`config.mk`:
```
export PLATFORM = sky130hd
export DESIGN_NAME = sup_wdog_supervisor
export DESIGN_NICKNAME = d
export VERILOG_FILES = /design/src/rtl/sup_wdog_pkg.sv /design/src/rtl/sup_sync.sv /design/src/rtl/sup_hold.sv /design/src/rtl/sup_wdog.sv /design/src/rtl/sup_wdog_supervisor.sv
export SDC_FILE = /design/constraint.sdc
export NUM_CORES = 1
export LEC_CHECK = 0
export BUFFER_PORTS_ARGS = -buffer_cell sky130_fd_sc_hd__buf_2
export CAP_MARGIN = 5
export CORE_MARGIN = 1.5
export CORE_UTILIZATION = 30
export CTS_CLUSTER_DIAMETER = 30
export DETAILED_ROUTE_END_ITERATION = 16
export GPL_TIMING_DRIVEN = 0
export MAX_ROUTING_LAYER = met4
export PLACE_DENSITY = 0.53
export SYNTH_ARGS = -nofsm -noshare
export SYNTH_HDL_FRONTEND = slang
export SYNTH_SLANG_ARGS = --single-unit
```
`constraint.sdc`:
```
create_clock -name clk -period 4.7 [get_ports clk]
set_input_delay 0.235 -clock clk [delete_from_list [all_inputs] [get_ports clk]]
set_output_delay 0.235 -clock clk [all_outputs]
set_load 0.005 [all_outputs]
```
`src/rtl/sup_wdog_pkg.sv`:
```
package sup_wdog_pkg;

    typedef enum logic [1:0] {
        WD_LONG  = 2'b00,
        WD_MID   = 2'b01,
        WD_SHORT = 2'b10,
        WD_OFF   = 2'b11
    } wd_sel_e;

    typedef struct packed {
        logic supply_ok;
        logic wdi;
    } pins_t;

    function automatic int unsigned max3(input int unsigned a, input int unsigned b,
                                         input int unsigned c);
        int unsigned m;
        m = (a > b) ? a : b;
        return (m > c) ? m : c;
    endfunction

    function automatic int unsigned wd_period(input wd_sel_e s, input int unsigned p_long,
                                              input int unsigned p_mid,
                                              input int unsigned p_short);
        case (s)
            WD_LONG: return p_long;
            WD_MID:  return p_mid;
            default: return p_short;
        endcase
    endfunction

endpackage

```
`src/rtl/sup_sync.sv`:
```
module sup_sync #(
    parameter int W      = 2,
    parameter int STAGES = 2
) (
    input  logic         clk,
    input  logic         rst,
    input  logic [W-1:0] d,
    output logic [W-1:0] q
);
    logic [W-1:0] stg [STAGES];

    for (genvar gi = 0; gi < STAGES; gi++) begin : g_stage
        if (gi == 0) begin : g_first
            always_ff @(posedge clk) begin
                if (rst) stg[gi] <= '0;
                else     stg[gi] <= d;
            end
        end else begin : g_next
            always_ff @(posedge clk) begin
                if (rst) stg[gi] <= '0;
                else     stg[gi] <= stg[gi-1];
            end
        end
    end

    assign q = stg[STAGES-1];
endmodule

```
`src/rtl/sup_hold.sv`:
```
module sup_hold #(
    parameter int unsigned HOLD_TICKS = 20
) (
    input  logic clk,
    input  logic rst,
    input  logic supply_s,
    input  logic wd_bite,
    output logic active
);
    localparam int HCW = (HOLD_TICKS > 1) ? $clog2(HOLD_TICKS) : 1;
    localparam logic [HCW-1:0] LAST = HCW'(HOLD_TICKS - 1);

    logic [HCW-1:0] cnt;

    always_ff @(posedge clk) begin
        if (rst) begin
            active <= 1'b1;
            cnt    <= '0;
        end else if (!supply_s || wd_bite) begin
            active <= 1'b1;
            cnt    <= '0;
        end else if (active) begin
            if (cnt == LAST) begin
                active <= 1'b0;
                cnt    <= '0;
            end else begin
                cnt <= cnt + 1'b1;
            end
        end
    end

    AST_SUPPLY_LOSS: assert property (@(posedge clk) disable iff (rst)
        !supply_s |=> active);

    AST_RELEASE_AFTER_HOLD: assert property (@(posedge clk) disable iff (rst)
        $fell(active) |-> ($past(cnt) == LAST && $past(supply_s)));
endmodule

```
`src/rtl/sup_wdog.sv`:
```
module sup_wdog
    import sup_wdog_pkg::*;
#(
    parameter int unsigned PERIOD_LONG  = 40,
    parameter int unsigned PERIOD_MID   = 24,
    parameter int unsigned PERIOD_SHORT = 12
) (
    input  logic       clk,
    input  logic       rst,
    input  logic       wdi_s,
    input  logic [1:0] sel,
    input  logic       hold_active,
    output logic       bite
);
    localparam int unsigned MAXP = max3(PERIOD_LONG, PERIOD_MID, PERIOD_SHORT);
    localparam int WCW = $clog2(MAXP);

    wd_sel_e        sel_e;
    logic           wdi_prev;
    logic           fall;
    logic [WCW-1:0] wcnt;
    logic [WCW-1:0] lim_m1;

    assign sel_e  = wd_sel_e'(sel);
    assign fall   = wdi_prev && !wdi_s;
    assign lim_m1 = WCW'(wd_period(sel_e, PERIOD_LONG, PERIOD_MID, PERIOD_SHORT) - 1);
    assign bite   = (sel_e != WD_OFF) && !hold_active && !fall && (wcnt >= lim_m1);

    always_ff @(posedge clk) begin
        if (rst) begin
            wdi_prev <= 1'b0;
            wcnt     <= '0;
        end else begin
            wdi_prev <= wdi_s;
            if (hold_active || sel_e == WD_OFF || fall || bite) wcnt <= '0;
            else                                                  wcnt <= wcnt + 1'b1;
        end
    end

    AST_KICK_CLEARS: assert property (@(posedge clk) disable iff (rst)
        (wdi_prev && !wdi_s) |=> (wcnt == '0));

    AST_OFF_IDLE: assert property (@(posedge clk) disable iff (rst)
        (sel == 2'b11) |=> (wcnt == '0));
endmodule

```
`src/rtl/sup_wdog_supervisor.sv`:
```
module sup_wdog_supervisor
    import sup_wdog_pkg::*;
#(
    parameter int unsigned HOLD_TICKS   = 20_000_000,
    parameter int unsigned PERIOD_LONG  = 140_000_000,
    parameter int unsigned PERIOD_MID   = 60_000_000,
    parameter int unsigned PERIOD_SHORT = 20_000_000,
    parameter bit          ACTIVE_HIGH  = 1'b0
) (
    input  logic       clk,
    input  logic       rst,
    input  logic       supply_ok_i,
    input  logic       wdi_i,
    input  logic [1:0] period_sel_i,
    output logic       rst_level_o,
    output logic       rst_drive_o
);
    pins_t raw_pins;
    pins_t sync_pins;
    logic  wd_bite;
    logic  hold_active;

    assign raw_pins.supply_ok = supply_ok_i;
    assign raw_pins.wdi       = wdi_i;

    sup_sync #(.W($bits(pins_t)), .STAGES(2)) u_sync (
        .clk (clk),
        .rst (rst),
        .d   (raw_pins),
        .q   (sync_pins)
    );

    sup_wdog #(
        .PERIOD_LONG  (PERIOD_LONG),
        .PERIOD_MID   (PERIOD_MID),
        .PERIOD_SHORT (PERIOD_SHORT)
    ) u_wdog (
        .clk         (clk),
        .rst         (rst),
        .wdi_s       (sync_pins.wdi),
        .sel         (period_sel_i),
        .hold_active (hold_active),
        .bite        (wd_bite)
    );

    sup_hold #(.HOLD_TICKS(HOLD_TICKS)) u_hold (
        .clk      (clk),
        .rst      (rst),
        .supply_s (sync_pins.supply_ok),
        .wd_bite  (wd_bite),
        .active   (hold_active)
    );

    assign rst_drive_o = hold_active;
    assign rst_level_o = hold_active ? ACTIVE_HIGH : !ACTIVE_HIGH;

    AST_BITE_ASSERTS: assert property (@(posedge clk) disable iff (rst)
        wd_bite |=> rst_drive_o);

    AST_RST_DRIVEN: assert property (@(posedge clk)
        rst |=> rst_drive_o);
endmodule

```
# After elaboration in Yosys (flattened, before gate mapping)
# Memories as Yosys holds them, arrays and structs flattened.
# Cells that the tools add are included.
[word_totals]
ff_bits = 55
latch_bits = 0
ram_bits = 4
rom_bits = 0
elab_cells = 40
n_memories = 1
[classes]
n_addsub = 3
multipliers = 0
div = 0
n_lt_le_gt_ge = 1
eq_ne = 4
shifts = 0
muxes = 10
n_bitwise = 2
n_reduce_logical = 15
[mem_list]
columns = ["name", "words", "width", "rd", "rd_ports_with_merged_regs", "write_ports", "line", "rtl"]
rows = [
  ["u_sync.stg", 2, 2, 2, 0, 2, "sup_sync.sv:10", "logic [W-1:0] stg [STAGES];"],
]
[ops]
columns = ["operator", "count"]
rows = [
  ["28-bit one-hot mux with 2 select lines", 1],
  ["28-bit by 1-bit adder with 28-bit output (second input constant)", 1],
  ["28-bit >= comparator", 1],
  ["28-bit by 1-bit subtractor with 28-bit output (second input constant)", 1],
  ["25-bit by 1-bit adder with 25-bit output (second input constant)", 1],
  ["25-bit equality test (second input constant)", 1],
  ["25-bit 2-to-1 mux", 1],
  ["1-bit 2-to-1 mux", 6],
  ["1-bit logical AND", 4],
  ["1-bit zero test", 4],
  ["1-bit logical OR", 4],
  ["2-bit 2-to-1 mux", 2],
  ["2-bit OR reduction", 2],
  ["2-bit by 1-bit equality test with 1-bit output (second input constant)", 1],
  ["2-bit equality test (second input constant)", 1],
  ["2-bit zero test", 1],
  ["2-bit inequality test (second input constant)", 1],
  ["1-bit OR", 2],
]

# Logic depth before layout (Yosys ltp)
# Gate-level depths: netlist of run 1.
# An unclocked memory read counts as a cell.
[depth]
depth_word = 8
depth_mapped = 10
ltp_nobuf = 9

# Cells and area by module
# Synthesis of run 1 repeated with hierarchy kept, for this count alone.
[hier_totals]
cells_unflattened = 336
area_unflattened_um2 = 3020.4
[by_module_without_submodules]
columns = ["module", "instances", "cells_per_inst", "area_per_inst_um2"]
rows = [
  ["sup_wdog", 1, 189, 1664.1],
  ["sup_hold", 1, 138, 1247.4],
  ["sup_sync", 1, 8, 105.1],
  ["sup_wdog_supervisor", 1, 1, 3.8],
]

# Worst setup path before layout of run 1
# OpenSTA, ideal clock, no wires.
[synth_timing]
kind = "input -> register"
startpoint = "input period_sel_i[1]"
endpoint = "register u_hold.cnt[14]"
setup_ns = 0.130
t_arrival_ns = 1.952
required_ns = 4.570
slack_ns = 2.618
stages = 8
cell_sequence = "or2_2 -> ha_1 -> nand4b_1 -> nor2_1 -> nand4_2 -> a31oi_4 -> buf_6 -> nor3_1"
[synth_between]
elab_chain_len = 7
elab_cells_between_ends = 11
classes_between = "1 x add/sub; 1 x order compare; 2 x eq/ne; 1 x mux; 6 x reduce/logical"
[synth_lines]
columns = ["element", "line", "rtl"]
rows = [
  ["start, declared", "sup_wdog_supervisor.sv:14", "input logic [1:0] period_sel_i,"],
  ["2-bit by 1-bit equality test with 1-bit output / 2-bit zero test (equally long branches)", "sup_wdog_pkg.sv:25", "case (s)"],
  ["28-bit one-hot mux with 2 select lines", "sup_wdog_pkg.sv:25", ""],
  ["28-bit by 1-bit subtractor with 28-bit output", "sup_wdog.sv:26", "assign lim_m1 = WCW'(wd_period(sel_e, PERIOD_LONG, PERIOD_MID, PERIOD_SHORT) - 1);"],
  ["28-bit >= comparator", "sup_wdog.sv:27", "assign bite = (sel_e != WD_OFF) && !hold_active && !fall && (wcnt >= lim_m1);"],
  ["1-bit logical AND *", "sup_wdog.sv:27", ""],
  ["1-bit logical OR *", "sup_hold.sv:19", "end else if (!supply_s || wd_bite) begin"],
  ["2-bit OR reduction (no line) *", "-", ""],
  ["end signal, assigned", "sup_hold.sv:27", "cnt <= cnt + 1'b1;"],
  ["end, declared", "sup_hold.sv:13", "logic [HCW-1:0] cnt;"],
]
# Mark *: on every way between the ends. The rest lies on a longest branch, timed or not.
# A chain may end at the register's enable or synchronous reset.

# Worst setup path after layout of run 1
[layout_timing]
startpoint = "input period_sel_i[1]"
endpoint = "register u_hold.cnt[15]"
# Same word-level chain as after synthesis.

==> flow_results.xml, run 1 <==
<?xml version="1.0" encoding="UTF-8"?>
<metrics>
  <group name="status">
    <metric name="run_status" unit="">completed</metric>
  </group>
  <group name="yosys">
    <metric name="synthCells" unit="">332</metric>
    <metric name="synth_largest_area_cell" unit="">sky130_fd_sc_hd__dfxtp_1</metric>
    <metric name="synth_cell_type_count" unit="">48</metric>
    <metric name="synth-async-reset-ratio" unit="%">0</metric>
    <metric name="synth_seq_area_share" unit="%">38.08</metric>
    <metric name="synth-edff-count" unit="">0</metric>
    <metric name="post-synth-top-area-fraction" unit="%">38.08</metric>
    <metric name="synth_ff_type" unit="">sky130_fd_sc_hd__dfxtp_1</metric>
    <metric name="yosys-top-cells-count" unit="">sky130_fd_sc_hd__dfxtp_1, sky130_fd_sc_hd__nor2_1, sky130_fd_sc_hd__xor2_1</metric>
    <metric name="synth.ff_latch_count" unit="">59</metric>
    <metric name="synth-warning-count" unit="">0</metric>
    <metric name="synthesis.area_per_instance" unit="sq um">9.343</metric>
    <metric name="synth.cell_area" unit="sq um">3102</metric>
    <metric name="synth.most_common_cell" unit="">sky130_fd_sc_hd__dfxtp_1</metric>
    <metric name="syn_nets" unit="">355</metric>
    <metric name="synth_area_leaders" unit="">sky130_fd_sc_hd__dfxtp_1, sky130_fd_sc_hd__xor2_1, sky130_fd_sc_hd__ha_1</metric>
  </group>
  <group name="floorplanning">
    <metric name="fp-row-count" unit="">36</metric>
    <metric name="die_w" unit="um">104.7</metric>
    <metric name="floorplan.die_area" unit="sq um">10960</metric>
    <metric name="fp.coreArea" unit="sq um">9910</metric>
    <metric name="initial_core_util" unit="%">31.30</metric>
    <metric name="num_io_pins" unit="">8</metric>
    <metric name="die_height" unit="um">104.7</metric>
  </group>
  <group name="routing">
    <metric name="via_count" unit="">2340</metric>
    <metric name="drt-wirelength-per-cell" unit="um">12.43</metric>
    <metric name="ant_nets" unit="">0</metric>
    <metric name="postRouteWirelength" unit="um">6054</metric>
    <metric name="vias_per_cell" unit="">4.805</metric>
    <metric name="post-route-drc-count" unit="">0</metric>
    <metric name="detailedRoute.firstIterationViolations" unit="">99</metric>
    <metric name="dr.pass1.iters" unit="">6</metric>
  </group>
  <group name="power_and_ir_drop">
    <metric name="seq_power_share" unit="%">50.1</metric>
    <metric name="vdd_drop_max" unit="mV">0.1212</metric>
    <metric name="cellInternalPower" unit="uW">795.6</metric>
    <metric name="switching_share" unit="%">20.73</metric>
    <metric name="p_sw" unit="uW">208.1</metric>
    <metric name="share_comb_of_total_power" unit="%">1.9</metric>
    <metric name="static_power_due_to_leakage" unit="nW">1.250</metric>
    <metric name="pwr_density_cell" unit="nW/um^2">285.6</metric>
    <metric name="power.clock.fraction" unit="%">48.0</metric>
  </group>
  <group name="global_routing">
    <metric name="first_global_vias" unit="">2286</metric>
    <metric name="grt-ovfl-total" unit="">0</metric>
    <metric name="grt_start_max_net_pins" unit="">11</metric>
    <metric name="grtUsageTotal" unit="%">12.79</metric>
    <metric name="grt_pass1_wl" unit="um">10740</metric>
    <metric name="initial_antenna_violation_count" unit="">0</metric>
  </group>
  <group name="timing">
    <metric name="final_min_period_over_clock_period" unit="%">45.90</metric>
    <metric name="min_period" unit="ps">2157</metric>
    <metric name="finalMaxSlewViolations" unit="">0</metric>
    <metric name="finalSetupViolCount" unit="">0</metric>
    <metric name="hold_viol" unit="">0</metric>
    <metric name="rsz0062_at_grt" unit="">false</metric>
    <metric name="setup-tns-final" unit="ps">0</metric>
    <metric name="timing.clock.skew" unit="ps">11.56</metric>
    <metric name="timing.slew.headroom" unit="%">51.33</metric>
    <metric name="tightestPinTransition" unit="ps">726.1</metric>
    <metric name="fmaxAchievable" unit="GHz">0.4635</metric>
  </group>
  <group name="clock_tree">
    <metric name="h-tree-depth" unit="">3</metric>
    <metric name="clock_latency" unit="ps">340</metric>
    <metric name="clock-sinks" unit="">59</metric>
    <metric name="cts_post_setup_buffers_inserted" unit="">0</metric>
    <metric name="cts_root_buffer" unit="">sky130_fd_sc_hd__clkbuf_8</metric>
    <metric name="cts.repair.resized" unit="">0</metric>
    <metric name="numCtsBuffers" unit="">9</metric>
    <metric name="clock_path_buffers" unit="">2</metric>
    <metric name="post_cts_hold_buffer_count" unit="">0</metric>
    <metric name="tritoncts" unit="">done</metric>
    <metric name="path_clk_slew" unit="ps">60</metric>
  </group>
  <group name="setup_path">
    <metric name="crit_required" unit="ps">4910</metric>
    <metric name="worst_ep_arrival_time" unit="ps">2360</metric>
    <metric name="crit_path_start_kind" unit="">input pin</metric>
    <metric name="setup.worst_path.class" unit="">in2reg</metric>
    <metric name="timing.critical_path.fanout_max" unit="">10</metric>
    <metric name="endpoint_kind" unit="">register</metric>
    <metric name="setup.reg_to_reg.worst_slack" unit="ps">2590</metric>
    <metric name="r2r_cells" unit="">7</metric>
    <metric name="critical_path.reg2reg.endpoint" unit="">u_hold.cnt[15]$_SDFFE_PP0P_</metric>
    <metric name="reg2reg_from" unit="">u_wdog.wcnt[13]$_SDFF_PP0_</metric>
  </group>
  <group name="flow_run">
    <metric name="maxCapViolations" unit="">0</metric>
  </group>
  <group name="finish">
    <metric name="postLayoutCoreUtil" unit="%">35.47</metric>
    <metric name="syn2layout_area_growth" unit="%">13.31</metric>
    <metric name="antenna_cells" unit="">0</metric>
    <metric name="fin_nets" unit="">373</metric>
    <metric name="post_route_cells_drive_above_1_share" unit="%">15.25</metric>
  </group>
  <group name="hold_path">
    <metric name="type_of_the_worst_min_delay_path" unit="">in2reg</metric>
    <metric name="worstHoldStart" unit="">wdi_i</metric>
    <metric name="number_of_stages_on_the_worst_hold_path" unit="">2</metric>
    <metric name="whs_endpoint" unit="">u_sync.stg[0][0]$_SDFF_PP0_</metric>
  </group>
  <group name="place">
    <metric name="place.gp.congestion" unit="">0.7566</metric>
    <metric name="io_buffers" unit="">7</metric>
    <metric name="place.detailed.hpwl" unit="um">4365</metric>
  </group>
</metrics>
[cells by family (layout without fill, tap and decap cells)]
group | Yosys count | after routing | synth area share [%]
flops | 59 | 59 | 38.08
compound gates | 23 | 23 | 5.769
fa+ha+maj | 17 | 17 | 6.857
buf+inv | 19 | 41 | 3.388
simple gates | 167 | 167 | 32.59
mux | 1 | 1 | 0.3227
xor+xnor | 46 | 46 | 12.99
[metrics by stage]
step | total power, mW | instances | setup WS [ps] | instance area, sq um | hold WS, ps
after floorplan | 0.5261 | 332 | 2618 | 3102 | 306.6
after global placement | 0.5328 | 472 | 2126 | 3303 | 420.9
after CTS | 1.027 | 487 | 2525 | 3515 | 93.24
after global routing | 1.053 | 487 | 2400 | 3515 | 86.07
final | 1.004 | 487 | 2543 | 3515 | 110.8
after detailed placement | 0.5334 | 472 | 2159 | 3303 | 436.7
[power groups by stage]
| stage | sequential (mW) | combinational [mW] | clock (mW) |
|---|---|---|---|
| final | 0.503 | 0.0191 | 0.482 |
| after global routing | 0.503 | 0.0221 | 0.528 |
| after CTS | 0.503 | 0.0195 | 0.505 |
| after detailed placement | 0.514 | 0.0193 | 0 |
| after global placement | 0.514 | 0.0188 | 0 |
| after floorplan | 0.514 | 0.0123 | 0 |
[critical path, stage by stage]
cell	delay, ps
sky130_fd_sc_hd__buf_2	130
sky130_fd_sc_hd__or2_2	370
sky130_fd_sc_hd__ha_1	330
sky130_fd_sc_hd__nand4b_1	130
sky130_fd_sc_hd__nor2_1	290
sky130_fd_sc_hd__nand4_2	210
sky130_fd_sc_hd__a31oi_4	390
sky130_fd_sc_hd__buf_6	210
sky130_fd_sc_hd__nor3_1	70
[flip-flops by register name (all words and copies together), names as in the netlist]
signal           count
u_wdog.wcnt         28
u_hold.cnt          25
u_hold.active        1
u_wdog.wdi_prev      1
u_sync.stg           4
[metal layers]
layer / vias up / wire length (um) / global-route usage (%)
li1: 1217 / - / -
met1: 1079 / 2835 / 14.87
met2: 28 / 2878 / 19.88
met3: 16 / 174 / 4.304
met4: 0 / 165 / 6.067
met5: - / 0 / -
[area by class of cell]
cell class                 count  area, sq um
buffer                        10        71.32
clock buffer                  12        165.2
clock inverter                 3        46.29
fill                        1058         6395
inverter                       9        33.78
multi-input combinational    254         1815
sequential                    59         1181
tap                          133        166.4
timing repair buffer           7        35.03
[placed cells by master, fill, tap and decap left out, drive strengths merged, types with 2 or more instances in the layout]
| cell | count |
|---|---|
| dfxtp | 59 |
| nor2 | 42 |
| xor2 | 33 |
| nor3 | 29 |
| nand3 | 25 |
| nand2 | 21 |
| ha | 17 |
| nand4 | 17 |
| buf | 15 |
| clkbuf | 14 |
| xnor2 | 13 |
| inv | 9 |
| a21oi | 6 |
| o21ai | 6 |
| nor4 | 6 |
| and3 | 5 |
| nor2b | 5 |
| a211o | 3 |
| nand4b | 3 |
| and4 | 3 |
| a2111oi | 2 |
| or3 | 2 |
| nand4bb | 2 |
| a211oi | 2 |
| a31oi | 2 |
| nand2b | 2 |
[how the worst max path moves through the flow]
stage	from	endpoint	slack, ps
2_1_floorplan	period_sel_i[1]	u_hold.cnt[14]$_SDFFE_PP0P_	2620
3_3_place_gp	period_sel_i[1]	u_hold.cnt[14]$_SDFFE_PP0P_	2130
3_5_place_dp	period_sel_i[1]	u_hold.cnt[15]$_SDFFE_PP0P_	2160
4_1_cts	period_sel_i[1]	u_hold.cnt[15]$_SDFFE_PP0P_	2530
5_1_grt	period_sel_i[1]	u_hold.cnt[15]$_SDFFE_PP0P_	2400
6_report	period_sel_i[1]	u_hold.cnt[15]$_SDFFE_PP0P_	2540
Note: power is estimated with default switching activity, not from simulation.
==> run 2: changes to the inputs <==
--- a/config.mk
+++ b/config.mk
@@ -5,6 +5,7 @@
 export SDC_FILE = /design/constraint.sdc
 export NUM_CORES = 1
 export LEC_CHECK = 0
+export ABC_AREA = 1
 export BUFFER_PORTS_ARGS = -buffer_cell sky130_fd_sc_hd__buf_2
 export CAP_MARGIN = 5
 export CORE_MARGIN = 1.5
@@ -13,7 +14,7 @@
 export DETAILED_ROUTE_END_ITERATION = 16
 export GPL_TIMING_DRIVEN = 0
 export MAX_ROUTING_LAYER = met4
-export PLACE_DENSITY = 0.53
+export PLACE_DENSITY = 0.55
 export SYNTH_ARGS = -nofsm -noshare
 export SYNTH_HDL_FRONTEND = slang
 export SYNTH_SLANG_ARGS = --single-unit
==> constraint.sdc (replaced) <==
create_clock -name clk -period 1.82 [get_ports clk]
set_input_delay 0.091 -clock clk [delete_from_list [all_inputs] [get_ports clk]]
set_output_delay 0.091 -clock clk [all_outputs]
set_load 0.005 [all_outputs]
==> run 2 against run 1 <==
  * Synthesized area rose by 16%
  * Combinational power rose to 4.6 times the previous value
  * Worst hold slack got worse by 100 ps
  * Utilization rose by 2.6 points
  * First-iteration DRC count rose by 58%
  * Largest power group is now clock
  * Highest routed layer unchanged
==> flow_results.xml, run 2 <==
<?xml version="1.0" encoding="UTF-8"?>
<metrics>
  <group name="setup_path">
    <metric name="worst_ep_arrival_time" unit="ps">2010</metric>
    <metric name="timing.critical_path.fanout_max" unit="">7</metric>
    <metric name="endpoint_kind" unit="">register</metric>
    <metric name="crit_path_start_kind" unit="">register</metric>
    <metric name="crit_required" unit="ps">2090</metric>
    <metric name="setup.worst_path.class" unit="">reg2reg</metric>
  </group>
  <group name="finish">
    <metric name="post_route_cells_drive_above_1_share" unit="%">17.24</metric>
    <metric name="fin_nets" unit="">598</metric>
    <metric name="syn2layout_area_growth" unit="%">22.24</metric>
    <metric name="fill_cells" unit="">1221</metric>
    <metric name="antenna_cells" unit="">0</metric>
    <metric name="mostFrequentLayoutCells" unit="">sky130_fd_sc_hd__nand2_1, sky130_fd_sc_hd__nor2_1, sky130_fd_sc_hd__inv_1</metric>
    <metric name="largest_register_ffs" unit="">28</metric>
    <metric name="largest_registers" unit="">u_wdog.wcnt: 28 flops, u_hold.cnt: 25 flops, u_sync.stg: 4 flops</metric>
    <metric name="register_ranked_first_by_flip_flop_count" unit="">u_wdog.wcnt</metric>
    <metric name="fin_cells" unit="">723</metric>
    <metric name="layout.cells.most_common" unit="">sky130_fd_sc_hd__nand2_1</metric>
  </group>
  <group name="global_routing">
    <metric name="grtUsageTotal" unit="%">15.00</metric>
    <metric name="initial_antenna_violation_count" unit="">0</metric>
    <metric name="grt-ovfl-total" unit="">0</metric>
    <metric name="first_global_vias" unit="">3187</metric>
    <metric name="grt_pass1_wl" unit="um">14660</metric>
    <metric name="grt_start_max_net_pins" unit="">11</metric>
  </group>
  <group name="timing">
    <metric name="layout_setup_ws" unit="ps">79.93</metric>
    <metric name="hold_viol" unit="">0</metric>
    <metric name="finalSetupViolCount" unit="">0</metric>
    <metric name="fmaxAchievable" unit="GHz">0.5747</metric>
    <metric name="fin_hold_ws" unit="ps">7.654</metric>
    <metric name="timing.slew.headroom" unit="%">69.42</metric>
    <metric name="finalMaxSlewViolations" unit="">0</metric>
    <metric name="tightestPinTransition" unit="ps">456.2</metric>
    <metric name="final_min_period_over_clock_period" unit="%">95.61</metric>
    <metric name="timing.clock.skew" unit="ps">5.808</metric>
    <metric name="min_period" unit="ps">1740</metric>
  </group>
  <group name="flow_run">
    <metric name="maxCapViolations" unit="">0</metric>
  </group>
  <group name="clock_tree">
    <metric name="cts_root_buffer" unit="">sky130_fd_sc_hd__clkbuf_16</metric>
    <metric name="path_clk_slew" unit="ps">50</metric>
    <metric name="clock_latency" unit="ps">330</metric>
    <metric name="numCtsBuffers" unit="">9</metric>
    <metric name="tritoncts" unit="">done</metric>
    <metric name="clock_path_buffers" unit="">2</metric>
    <metric name="clock-sinks" unit="">59</metric>
    <metric name="h-tree-depth" unit="">3</metric>
  </group>
  <group name="floorplanning">
    <metric name="initial_core_util" unit="%">31.12</metric>
    <metric name="die_height" unit="um">112.3</metric>
    <metric name="fp.coreArea" unit="sq um">11520</metric>
    <metric name="floorplan.die_area" unit="sq um">12610</metric>
    <metric name="num_io_pins" unit="">8</metric>
    <metric name="fp-row-count" unit="">39</metric>
    <metric name="die_w" unit="um">112.3</metric>
  </group>
  <group name="yosys">
    <metric name="synth.most_common_cell" unit="">sky130_fd_sc_hd__nand2_1</metric>
    <metric name="post-synth-top-area-fraction" unit="%">32.96</metric>
    <metric name="synth_area_leaders" unit="">sky130_fd_sc_hd__dfxtp_1, sky130_fd_sc_hd__nand2_1, sky130_fd_sc_hd__nor2_1</metric>
    <metric name="synthesis.area_per_instance" unit="sq um">6.527</metric>
    <metric name="synth_largest_area_cell" unit="">sky130_fd_sc_hd__dfxtp_1</metric>
    <metric name="synth_cell_type_count" unit="">30</metric>
    <metric name="synth-edff-count" unit="">0</metric>
    <metric name="synth.ff_latch_count" unit="">59</metric>
    <metric name="syn_nets" unit="">572</metric>
    <metric name="synth_seq_area_share" unit="%">32.96</metric>
    <metric name="yosys-top-cells-count" unit="">sky130_fd_sc_hd__nand2_1, sky130_fd_sc_hd__nor2_1, sky130_fd_sc_hd__inv_1</metric>
    <metric name="synth-async-reset-ratio" unit="%">0</metric>
    <metric name="synth_ff_type" unit="">sky130_fd_sc_hd__dfxtp_1</metric>
    <metric name="synth-warning-count" unit="">0</metric>
    <metric name="synth.cell_area" unit="sq um">3583</metric>
    <metric name="synthCells" unit="">549</metric>
  </group>
  <group name="routing">
    <metric name="post-route-drc-count" unit="">0</metric>
    <metric name="dr.pass1.iters" unit="">4</metric>
    <metric name="drt-wirelength-per-cell" unit="um">12.04</metric>
    <metric name="ant_nets" unit="">0</metric>
    <metric name="via_count" unit="">3280</metric>
    <metric name="vias_per_cell" unit="">4.537</metric>
    <metric name="detailedRoute.firstIterationViolations" unit="">156</metric>
    <metric name="postRouteWirelength" unit="um">8705</metric>
  </group>
  <group name="power_and_ir_drop">
    <metric name="pwr_density_cell" unit="nW/um^2">669.8</metric>
    <metric name="p_sw" unit="uW">650.6</metric>
    <metric name="power" unit="mW">2.934</metric>
    <metric name="power.clock.fraction" unit="%">52.8</metric>
    <metric name="cellInternalPower" unit="mW">2.284</metric>
    <metric name="switching_share" unit="%">22.17</metric>
    <metric name="seq_power_share" unit="%">44.3</metric>
    <metric name="static_power_due_to_leakage" unit="nW">1.668</metric>
    <metric name="vdd_drop_max" unit="mV">0.4206</metric>
    <metric name="share_comb_of_total_power" unit="%">3.0</metric>
  </group>
  <group name="place">
    <metric name="placed_cells" unit="">699</metric>
    <metric name="place.gp.congestion" unit="">0.8291</metric>
    <metric name="io_buffers" unit="">7</metric>
    <metric name="post-place-ws" unit="ps">-489.3</metric>
    <metric name="place.detailed.hpwl" unit="um">6437</metric>
  </group>
  <group name="hold_path">
    <metric name="type_of_the_worst_min_delay_path" unit="">in2reg</metric>
  </group>
  <group name="status">
    <metric name="run_status" unit="">completed</metric>
  </group>
</metrics>
[run 2: timing repair]
item | CTS | global route
hold endpoints to repair | 2 | 0
hold buffers | 2 | 0
setup buffers | 3 | 1
gates cloned | 0 | 2
endpoints found under the setup margin | 40 | 48
pin swaps | 2 | 13
gates resized for setup | 9 | 40
[run 2: power by group through the flow]
stage	combinational [mW]	sequential, mW	clock [mW]
CTS	0.0660	1.30	1.58
global placement	0.0579	1.33	0
global route	0.0983	1.30	1.64
floorplan	0.0399	1.33	0
finish	0.0876	1.30	1.55
detailed placement	0.0596	1.33	0
[run 2: kinds of logic (layout without fill, tap and decap cells)]
kind of cell	after synthesis	in the layout	synth area share [%]
simple gates	342	342	42.32
buf+inv	83	114	9.532
flops	59	59	32.96
fa+ha+maj	17	17	5.936
compound gates	27	27	4.120
xor+xnor	21	21	5.133
[run 2: final timing paths]
| kind | to | slack, ps | cells after the start | from |
|---|---|---|---|---|
| max | u_hold.cnt[11]$_SDFFE_PP0P_ | 80 | 10 | u_wdog.wcnt[15]$_SDFF_PP0_ |
| min | u_sync.stg[1][1]$_SDFF_PP0_ | 8 | 2 | rst |
| max reg2reg | u_hold.cnt[11]$_SDFFE_PP0P_ | 80 | 10 | u_wdog.wcnt[15]$_SDFF_PP0_ |
| min reg2reg | u_sync.stg[1][1]$_SDFF_PP0_ | 400 | 2 | u_sync.stg[0][1]$_SDFF_PP0_ |
[run 2: stage by stage]
| stage | util (%) | instance area (sq um) | setup TNS (ps) |
|---|---|---|---|
| global route | 38.04 | 4380 | -78.42 |
| global placement | 32.97 | 3797 | -21920 |
| detailed placement | 32.97 | 3797 | -22130 |
| finish | 38.04 | 4380 | 0 |
| floorplan | - | 3583 | 0 |
| CTS | 35.93 | 4138 | 0 |
[run 2: layout make-up]
type | instances | area [sq um] | share of cell area [%]
plain buffers | 8 | 72.57 | 1.657
repair buffers | 15 | 135.1 | 3.085
flip-flops and latches | 59 | 1195 | 27.28
well taps | 143 | 178.9 | 4.085
multi-input cells | 407 | 2246 | 51.27
inverters | 75 | 281.5 | 6.427
clock inverters | 5 | 28.78 | 0.6570
clock buffers | 11 | 242.7 | 5.541
[run 2: layer usage]
metal	up-vias	routed length, um	track usage, %	share of wire (%)
li1	1780	-	-	-
met1	1455	4199	18.51	48
met2	35	4109	24.29	47
met3	10	255	3.402	2.9
met4	0	140	5.063	1.6
met5	-	0	-	0
[run 2: worst max-delay path, stage by stage (launching register included)]
cell                        delay [ps]
sky130_fd_sc_hd__dfxtp_2           320
sky130_fd_sc_hd__ha_1              280
sky130_fd_sc_hd__or2_2             290
sky130_fd_sc_hd__nand3_2            80
sky130_fd_sc_hd__nand2_2            50
sky130_fd_sc_hd__nand2_2           100
sky130_fd_sc_hd__nand3_2            90
sky130_fd_sc_hd__nand2_4           110
sky130_fd_sc_hd__nand2_8            90
sky130_fd_sc_hd__clkbuf_16         190
sky130_fd_sc_hd__nor2_1             70
